==> config.mk <==
export PLATFORM = sky130hd
export DESIGN_NAME = sram_timing_ctrl
export DESIGN_NICKNAME = d
export VERILOG_FILES = /design/src/rtl/sramc_pkg.sv /design/src/rtl/sramc_ctrl.sv /design/src/rtl/sramc_dpath.sv /design/src/rtl/sram_timing_ctrl.sv
export SDC_FILE = /design/constraint.sdc
export NUM_CORES = 1
export LEC_CHECK = 0
export BUFFER_PORTS_ARGS = -buffer_cell sky130_fd_sc_hd__buf_2
export CAP_MARGIN = 5
export CORE_ASPECT_RATIO = 0.9
export CORE_MARGIN = 2
export CORE_UTILIZATION = 47
export DETAILED_ROUTE_END_ITERATION = 6
export PLACE_DENSITY = 0.78
export SLEW_MARGIN = 20
export SYNTH_ARGS = -nofsm -noshare
export SYNTH_HDL_FRONTEND = slang
export SYNTH_SLANG_ARGS = --single-unit
==> constraint.sdc <==
create_clock -name clk -period 1.9 [get_ports clk]
set_input_delay 0.19 -clock clk [delete_from_list [all_inputs] [get_ports clk]]
set_output_delay 0.19 -clock clk [all_outputs]
set_load 0.01 [all_outputs]
==> src/rtl/sramc_pkg.sv <==
package sramc_pkg;

  // timing items of a speed grade
  localparam int T_CYC  = 0;
  localparam int T_WP   = 1;
  localparam int T_DS   = 2;
  localparam int T_DH   = 3;
  localparam int T_AVWH = 4;
  localparam int T_WLQZ = 5;
  localparam int T_REC  = 6;
  localparam int T_AA   = 7;
  localparam int T_OE   = 8;

  typedef struct packed {
    logic enLow;
    logic oeLow;
    logic weLow;
    logic drvOn;
  } strobes_t;

  typedef enum logic [2:0] {
    ST_IDLE,
    ST_ADDR,
    ST_STROBE,
    ST_HOLD,
    ST_RECOV
  } state_t;

  function automatic int gradeNs(int grade, int item);
    int v;
    v = 0;
    case (grade)
      1: case (item)
           T_CYC: v = 150; T_WP: v = 90; T_DS: v = 40; T_DH: v = 5;
           T_AVWH: v = 120; T_WLQZ: v = 50; T_REC: v = 10;
           T_AA: v = 150; T_OE: v = 75; default: v = 0;
         endcase
      2: case (item)
           T_CYC: v = 200; T_WP: v = 120; T_DS: v = 60; T_DH: v = 5;
           T_AVWH: v = 140; T_WLQZ: v = 60; T_REC: v = 10;
           T_AA: v = 200; T_OE: v = 80; default: v = 0;
         endcase
      default: case (item)
           T_CYC: v = 70; T_WP: v = 50; T_DS: v = 30; T_DH: v = 5;
           T_AVWH: v = 60; T_WLQZ: v = 25; T_REC: v = 0;
           T_AA: v = 70; T_OE: v = 35; default: v = 0;
         endcase
    endcase
    return v;
  endfunction

  function automatic int imax(int a, int b);
    return (a > b) ? a : b;
  endfunction

  // nanoseconds rounded up to whole clock cycles
  function automatic int nsToCyc(int grade, int item, int clkNs);
    return (gradeNs(grade, item) + clkNs - 1) / clkNs;
  endfunction

endpackage

==> src/rtl/sramc_ctrl.sv <==
module sramc_ctrl
  import sramc_pkg::*;
#(
  parameter int CLK_NS = 10,
  parameter int GRADE  = 0
) (
  input  logic     clk,
  input  logic     rstN,
  input  logic     reqValid,
  input  logic     reqWrite,
  input  logic     reqCe,
  output logic     reqReady,
  output logic     accept,
  output logic     capture,
  output strobes_t strobesNext
);

  localparam int N_DRV    = nsToCyc(GRADE, T_WLQZ, CLK_NS);
  localparam int N_PULSE  = imax(imax(nsToCyc(GRADE, T_WP, CLK_NS),
                                      N_DRV + nsToCyc(GRADE, T_DS, CLK_NS)),
                                 nsToCyc(GRADE, T_AVWH, CLK_NS) - 1);
  localparam int N_HOLD   = imax(1, nsToCyc(GRADE, T_DH, CLK_NS));
  localparam int N_WR_REC = imax(nsToCyc(GRADE, T_REC, CLK_NS),
                                 nsToCyc(GRADE, T_CYC, CLK_NS) - 1 - N_PULSE - N_HOLD);
  localparam int N_ACCESS = imax(1, imax(nsToCyc(GRADE, T_AA, CLK_NS),
                                         nsToCyc(GRADE, T_OE, CLK_NS)));
  localparam int N_RD_REC = imax(nsToCyc(GRADE, T_REC, CLK_NS),
                                 nsToCyc(GRADE, T_CYC, CLK_NS) - 1 - N_ACCESS);
  localparam int N_MAX    = imax(imax(N_PULSE, N_ACCESS),
                                 imax(N_HOLD, imax(N_WR_REC, N_RD_REC)));
  localparam int CW       = $clog2(N_MAX + 1);

  localparam logic [CW-1:0] L_PULSE  = CW'(N_PULSE - 1);
  localparam logic [CW-1:0] L_ACCESS = CW'(N_ACCESS - 1);
  localparam logic [CW-1:0] L_HOLD   = CW'(N_HOLD - 1);
  localparam logic [CW-1:0] L_WR_REC = CW'(imax(N_WR_REC, 1) - 1);
  localparam logic [CW-1:0] L_RD_REC = CW'(imax(N_RD_REC, 1) - 1);
  localparam logic [CW-1:0] L_DRV    = CW'(N_DRV);

  state_t        state, nState;
  logic [CW-1:0] cnt, nCnt;
  logic          isWrite, isCe, nWrite, nCe;

  assign reqReady = (state == ST_IDLE);
  assign accept   = reqValid && reqReady;

  always_comb begin
    nState  = state;
    nCnt    = cnt;
    nWrite  = isWrite;
    nCe     = isCe;
    capture = 1'b0;
    case (state)
      ST_IDLE: if (reqValid) begin
        nState = ST_ADDR;
        nCnt   = '0;
        nWrite = reqWrite;
        nCe    = reqCe;
      end
      ST_ADDR: begin
        nState = ST_STROBE;
        nCnt   = '0;
      end
      ST_STROBE: begin
        if (isWrite) begin
          if (cnt == L_PULSE) begin
            nState = ST_HOLD;
            nCnt   = '0;
          end else begin
            nCnt = cnt + 1'b1;
          end
        end else begin
          if (cnt == L_ACCESS) begin
            capture = 1'b1;
            nState  = (N_RD_REC > 0) ? ST_RECOV : ST_IDLE;
            nCnt    = '0;
          end else begin
            nCnt = cnt + 1'b1;
          end
        end
      end
      ST_HOLD: begin
        if (cnt == L_HOLD) begin
          nState = (N_WR_REC > 0) ? ST_RECOV : ST_IDLE;
          nCnt   = '0;
        end else begin
          nCnt = cnt + 1'b1;
        end
      end
      ST_RECOV: begin
        if (cnt == (isWrite ? L_WR_REC : L_RD_REC)) begin
          nState = ST_IDLE;
          nCnt   = '0;
        end else begin
          nCnt = cnt + 1'b1;
        end
      end
      default: nState = ST_IDLE;
    endcase
  end

  // strobes for the coming cycle, registered in the datapath
  always_comb begin
    strobesNext = '0;
    case (nState)
      ST_STROBE: begin
        strobesNext.enLow = 1'b1;
        strobesNext.oeLow = !nWrite;
        strobesNext.weLow = nWrite;
        strobesNext.drvOn = nWrite && (nCnt >= L_DRV);
      end
      ST_HOLD: begin
        strobesNext.enLow = !nCe;
        strobesNext.weLow = nCe;
        strobesNext.drvOn = 1'b1;
      end
      default: strobesNext = '0;
    endcase
  end

  always_ff @(posedge clk) begin
    if (!rstN) begin
      state   <= ST_IDLE;
      cnt     <= '0;
      isWrite <= 1'b0;
      isCe    <= 1'b0;
    end else begin
      state   <= nState;
      cnt     <= nCnt;
      isWrite <= nWrite;
      isCe    <= nCe;
    end
  end


  accept_blocks_chk: assert property (@(posedge clk) disable iff (!rstN)
    accept |=> !reqReady);


  capture_ends_access_chk: assert property (@(posedge clk) disable iff (!rstN)
    (capture && (N_RD_REC == 0)) |=> reqReady);

endmodule

==> src/rtl/sramc_dpath.sv <==
module sramc_dpath
  import sramc_pkg::*;
#(
  parameter int ADDR_W = 11,
  parameter int DATA_W = 8
) (
  input  logic              clk,
  input  logic              rstN,
  input  logic              accept,
  input  logic [ADDR_W-1:0] reqAddr,
  input  logic [DATA_W-1:0] reqWdata,
  input  strobes_t          strobesNext,
  input  logic              capture,
  input  logic [DATA_W-1:0] sramDin,
  output logic [ADDR_W-1:0] sramAddr,
  output logic [DATA_W-1:0] sramDout,
  output logic              sramEnN,
  output logic              sramOeN,
  output logic              sramWeN,
  output logic              sramDoe,
  output logic [DATA_W-1:0] rdData,
  output logic              rdValid
);

  always_ff @(posedge clk) begin
    if (!rstN) begin
      sramAddr <= '0;
      sramDout <= '0;
      sramEnN  <= 1'b1;
      sramOeN  <= 1'b1;
      sramWeN  <= 1'b1;
      sramDoe  <= 1'b0;
      rdData   <= '0;
      rdValid  <= 1'b0;
    end else begin
      if (accept) begin
        sramAddr <= reqAddr;
        sramDout <= reqWdata;
      end
      sramEnN <= !strobesNext.enLow;
      sramOeN <= !strobesNext.oeLow;
      sramWeN <= !strobesNext.weLow;
      sramDoe <= strobesNext.drvOn;
      rdValid <= capture;
      if (capture) rdData <= sramDin;
    end
  end


  no_drive_into_read_chk: assert property (@(posedge clk) disable iff (!rstN)
    sramDoe |-> sramOeN);


  oe_off_in_write_chk: assert property (@(posedge clk) disable iff (!rstN)
    !sramWeN |-> sramOeN);


  addr_steady_chk: assert property (@(posedge clk) disable iff (!rstN)
    (!sramEnN && !$past(sramEnN)) |-> $stable(sramAddr));


  rd_pulse_chk: assert property (@(posedge clk) disable iff (!rstN)
    rdValid |=> !rdValid);


  drv_inside_write_chk: assert property (@(posedge clk) disable iff (!rstN)
    $rose(sramDoe) |-> (!sramWeN && !sramEnN));

endmodule

==> src/rtl/sram_timing_ctrl.sv <==
module sram_timing_ctrl
  import sramc_pkg::*;
#(
  parameter int ADDR_W = 11,
  parameter int DATA_W = 8,
  parameter int CLK_NS = 10,
  parameter int GRADE  = 0
) (
  input  logic              clk,
  input  logic              rstN,
  input  logic              reqValid,
  output logic              reqReady,
  input  logic              reqWrite,
  input  logic              reqCeCtl,
  input  logic [ADDR_W-1:0] reqAddr,
  input  logic [DATA_W-1:0] reqWdata,
  output logic              rdValid,
  output logic [DATA_W-1:0] rdData,
  output logic              busy,
  output logic [ADDR_W-1:0] sramAddr,
  output logic              sramEnN,
  output logic              sramOeN,
  output logic              sramWeN,
  output logic [DATA_W-1:0] sramDout,
  output logic              sramDoe,
  input  logic [DATA_W-1:0] sramDin
);

  strobes_t strobesNext;
  logic     accept;
  logic     capture;

  sramc_ctrl #(.CLK_NS(CLK_NS), .GRADE(GRADE)) u_ctrl (
    .clk        (clk),
    .rstN       (rstN),
    .reqValid   (reqValid),
    .reqWrite   (reqWrite),
    .reqCe      (reqCeCtl),
    .reqReady   (reqReady),
    .accept     (accept),
    .capture    (capture),
    .strobesNext(strobesNext)
  );

  sramc_dpath #(.ADDR_W(ADDR_W), .DATA_W(DATA_W)) u_dpath (
    .clk        (clk),
    .rstN       (rstN),
    .accept     (accept),
    .reqAddr    (reqAddr),
    .reqWdata   (reqWdata),
    .strobesNext(strobesNext),
    .capture    (capture),
    .sramDin    (sramDin),
    .sramAddr   (sramAddr),
    .sramDout   (sramDout),
    .sramEnN    (sramEnN),
    .sramOeN    (sramOeN),
    .sramWeN    (sramWeN),
    .sramDoe    (sramDoe),
    .rdData     (rdData),
    .rdValid    (rdValid)
  );

  assign busy = !reqReady;

endmodule

* Yosys cells after proc, flatten, opt, wreduce, memory -nomap -nowiden
Cells that the tools add are included.
Cells by class: order comparisons 1, mux-type cells 22, $add $sub $neg 1, equality and inequality tests 8, reductions and logical operators 11
Operators by type and width (number):
- 2-to-1 mux 3 bit | 10
- case mux 3 bit (4 select lines) | 2
- == test 3 x 2 -> 1 bit (second input constant) | 4
- == test 3 bit (second input constant) | 3
- 2-to-1 mux 1 bit | 8
- zero test 1 bit | 6
- zero test 3 bit | 2
- case mux 2 bit (2 select lines) | 1
- adder 3 x 1 -> 3 bit (second input constant) | 1
- == test 3 x 1 -> 1 bit (second input constant) | 1
- greater-or-equal comparator 3 x 2 -> 1 bit (second input constant) | 1
- logical AND 1 bit | 2
- case mux 1 bit (2 select lines) | 1
- OR reduction 2 bit | 1
Storage, ports and cells: flip-flop bits (word level) 40, output and inout bits 34, input port bits 32

* Longest topological paths before layout
depth after elaboration 8, mapped depth 8, gate-level depth less buffers 8

* Modules after synthesis
A second synthesis with hierarchy kept.
Unflattened totals: cell total of the unflattened synthesis 166, area, all modules 1750.4 sq um
Modules (own cells, without submodules):
- sramc_dpath | cells an instance 97, instances 1, seq. area each 640.6 sq um, area an instance 1153.6 sq um
- sramc_ctrl | cells an instance 68, instances 1, seq. area each 160.2 sq um, area an instance 593.1 sq um
- sram_timing_ctrl | cells an instance 1, instances 1, seq. area each 0.0 sq um, area an instance 3.8 sq um

* Least setup slack after synthesis
OpenSTA, ideal clock, no wires.
kind register to register, start register u_ctrl.state[2], end register u_dpath.sramWeN, period minus slack after synthesis 1.777 ns, data required time 1.841 ns, library setup time 0.059 ns, slack 0.123 ns, cell stages (with the launch flop) 8, data arrival time 1.718 ns, cell sequence dfxtp_1 > buf_4 > nor3_1 > and2_1 > mux2i_1 > a31oi_1 > a21o_1 > nand2_1
Between the ends: elaborated cells between the ends (all ways) 18
RTL lines:
- from (decl) | line sramc_ctrl.sv:40 | state_t state, nState;
- from (signal assigned) | line sramc_ctrl.sv:128 | state <= nState;
- zero test 3 bit (*)
- net reqReady | line sram_timing_ctrl.sv:12 | output logic reqReady,
- case mux 3 bit (4 select lines) | line sramc_ctrl.sv:53 | case (state)
- == test 3 x 2 -> 1 bit | line sramc_ctrl.sv:105 | case (nState)
- case mux 2 bit (2 select lines) (*) | line sramc_ctrl.sv:105
- zero test 1 bit (*) | line sramc_dpath.sv:42 | sramWeN <= !strobesNext.weLow;
- to (signal assigned) | line sramc_dpath.sv:42
- to (decl) | line sramc_dpath.sv:19 | output logic sramWeN,
Mark *: on every way through the listed nets, which the timed path passes. The rest lies on a longest branch. A chain may end at the register's enable or synchronous reset.

* Final worst setup path
start register u_ctrl.state[1], end register u_dpath.sramDoe
Between the ends: word-level cells in the longest chain between the ends 6, elaborated cells between the ends (all ways) 19
Ends and longest elaborated chain:
- == test 3 x 2 -> 1 bit or == test 3 bit (tied branches) | line sramc_ctrl.sv:53
- OR reduction 2 bit (no line)
- case mux 3 bit (4 select lines) | line sramc_ctrl.sv:53
- greater-or-equal comparator 3 x 2 -> 1 bit | line sramc_ctrl.sv:110 | strobesNext.drvOn = nWrite && (nCnt >= L_DRV);
- logical AND 1 bit | line sramc_ctrl.sv:110
- case mux 2 bit (2 select lines) (*) | line sramc_ctrl.sv:105
- to (signal assigned) | line sramc_dpath.sv:43 | sramDoe <= strobesNext.drvOn;
- to (decl) | line sramc_dpath.sv:20 | output logic sramDoe,
Mark *: on every way between the ends. The rest lies on a longest branch, timed or not.

==> results.md <==
- Synth area leaders: dfxtp_1 (48%), nand2_1 (10%), a21oi_1 (6.4%)
- Pwr dens: 790 nW/µm²
- Place WS: 0.0269 ns
- Register area share after synthesis: 0.485
- Unrepaired setup endpoints after global routing: no
- Die area: 4000 µm²
- Fin crit share: 0.934
- # setup viols final: 0
- Std-Cell Rows: 20
- EDFF count, synth: 0
- Slack of the critical path: 0.125 ns
- Hold-critical path depth: 3
- Critical path peak fanout: 6
- Flops & latches, synth: 40
- Longest Clk Path Bufs: 2
- Worst Tran Pin Value: 0.483 ns
- FF-to-FF End: u_dpath.sramDoe
- WL/cell: 11.1 µm
- Crit start category: flop
- Post-Syn Area: 1650 µm²
- Setup tns final: 0 ns
- Setup Crit Path Kind: reg -> reg
- Final Slew Violations: 0
- Nets: 295
- Die H: 60.2 µm
- Ys flop type: dfxtp_1
- Vias per cell: 4.84
- R2R Path Start: u_ctrl.state[1]
- # fillers: 326
- Clock Latency Late Sink: 0.28 ns
- Placed cell count: 296
- Post-CTS setup buffer count: 0
- F_max: 0.564 GHz
- Max-Cap Viols: 0
- Syn_nets: 222
- Total power: 1.68 mW
- Cell Count, Final, Fillers Out: 303
- Met3 wire length: 251 µm
- Endpoints failing hold: 0
- Via count: 1467
- Ys async rst share: 0
- Syn Inst Count: 186
- CTS tree: yes
- Worst EP required: 2.11 ns
- Clock Skews: 0.00561 ns
- Leakage power: 0.983 nW
- Uppermost routed layer: met4
- Design area: 2130 µm²
- Hold Crit Class: in -> reg
- Initial antenna violation count: 0
- Ports: 66
- Diode count: 0
- YS warnings: 0
- DRT met1 WL: 1.59 mm
- R2r setup slk: 0.13 ns
- Hold Path Origin: reqAddr[5]
- Post-synth top cells: nand2_1 (46), dfxtp_1 (40), a21oi_1 (21)
- Status: finished, final reports clean
- Fin crit period: 1.77 ns
- Router iterations before antenna repair: 4
- Core area: 3380 µm²
- Placed cell area: 2050 µm²
- Num CTS Buffers: 5
- DR WL met2: 1.51 mm
- Initial drt markers: 64
- Detail Route Antenna Nets: 0
- H-tree Lvls: 2
- Initial core utilization: 0.489
- Clk slew on worst S/H paths: 0.07 ns
- Vias in the first global route: 1266
- Area Growth Syn to Fin: 29.1%
- Buffers added on ports: 65
- Root buffer cell: clkbuf_8
- Peak supply drop: 0.458 mV
- Synth cell types: 35
- Drc violations: 0
- Worst hold slack: 0.134 ns
- Top cell type's share of synthesized area: 0.485
- Die X: 66.5 µm
- Slew Limit Headroom: 0.677
- Yosys top cell by area: dfxtp_1
- GR Overflow Total: 0
- Pin count of the biggest net entering global routing: 33
- Worst hold endpoint: u_dpath.sramAddr[5]
- Final core occ: 0.631
- Syn Area/Cell: 8.88 µm²
- Cell with the most instances after synthesis: nand2_1
- Ratio of cells with drive above 1 in the final layout: 0.359
- Worst R2R Path Depth: 6
- Total wire length: 3.36 mm
- Tot GR Track Use: 0.180
- First-pass GRT wire length: 5.40 mm
- Gpl congestion: 0.799
- HPWL after DPL: 2.55 mm
- Critical path data arrival time: 1.99 ns
- Worst setup EP type: flop
- CTS sink cnt: 40
## power breakdown
part / switching [mW] / internal [mW] / leakage (nW)
clock network: 0.260 / 0.249 / 0.0410
logic: 0.149 / 0.121 / 0.615
registers: 0.0238 / 0.881 / 0.327
## routing by layer
| layer | GRT usage | up-vias |
|---|---|---|
| met1 | 0.221 | 648 |
| met5 | 0 | - |
| li1 | - | 765 |
| met2 | 0.297 | 51 |
| met3 | 0.0753 | 3 |
| met4 | 0.0350 | 0 |
## critical path, cell delays in order, from the launching register on
cell       delay (ns)
dfxtp_1          0.41
or3b_4           0.44
nor2b_4          0.16
nor2_2           0.08
a2111oi_4        0.42
nand2_1          0.09
o22ai_1          0.11
## worst max-delay path by stage
stage                     from         endpoint  slack, ns  cells past startpoint
2_1_floorplan  u_ctrl.state[2]  u_dpath.sramWeN       0.12                      7
3_3_place_gp     u_ctrl.cnt[0]  u_dpath.sramDoe       0.10                      8
3_5_place_dp     u_ctrl.cnt[0]  u_dpath.sramDoe       0.03                      8
4_1_cts          u_ctrl.cnt[0]  u_dpath.sramOeN       0.01                      7
5_1_grt        u_ctrl.state[1]  u_dpath.sramDoe       0.02                      6
6_report       u_ctrl.state[1]  u_dpath.sramDoe       0.13                      6
## state kept, by name (all words and copies together) (netlist names), 3 cells and up
| signal | flops |
|---|---|
| u_dpath.sramDout | 8 |
| u_dpath.sramAddr | 11 |
| u_dpath.rdData | 8 |
| u_ctrl.cnt | 3 |
| u_ctrl.state | 3 |
## placed cells by master (no fill, tap or decap), types with 5 or more instances in the layout
cell type,n
dfxtp_1,38
buf_4,10
nand2_1,46
and2_1,5
nor2_1,13
a21oi_1,21
clkbuf_8,5
buf_2,65
mux2i_1,10
## logic make-up (layout without fill, tap and decap cells)
| group | Yosys count | after routing | share of synthesized area |
|---|---|---|---|
| simple gates | 82 | 82 | 0.233 |
| flops | 40 | 40 | 0.485 |
| fa+ha+maj | 4 | 4 | 0.0303 |
| compound gates | 36 | 36 | 0.146 |
| mux | 10 | 10 | 0.0606 |
| buf+inv | 14 | 87 | 0.0447 |
## area by class of cell
type	instances	area, µm²	area share
Clock buffer	6	72.6	0.0340
Multi-Input combinational cell	132	777	0.364
Tap cell	44	55.1	0.0258
Timing Repair Buffer	75	400	0.188
Sequential cell	40	803	0.377
Clock inverter	1	5.00	0.00235
Inverter	5	18.8	0.00880
## what timing repair did
action	CTS	global route
endpoints found under the setup margin	0	4
gates resized for setup	0	2
hold buffers	0	0
Power figures use the tool's default switching activity.
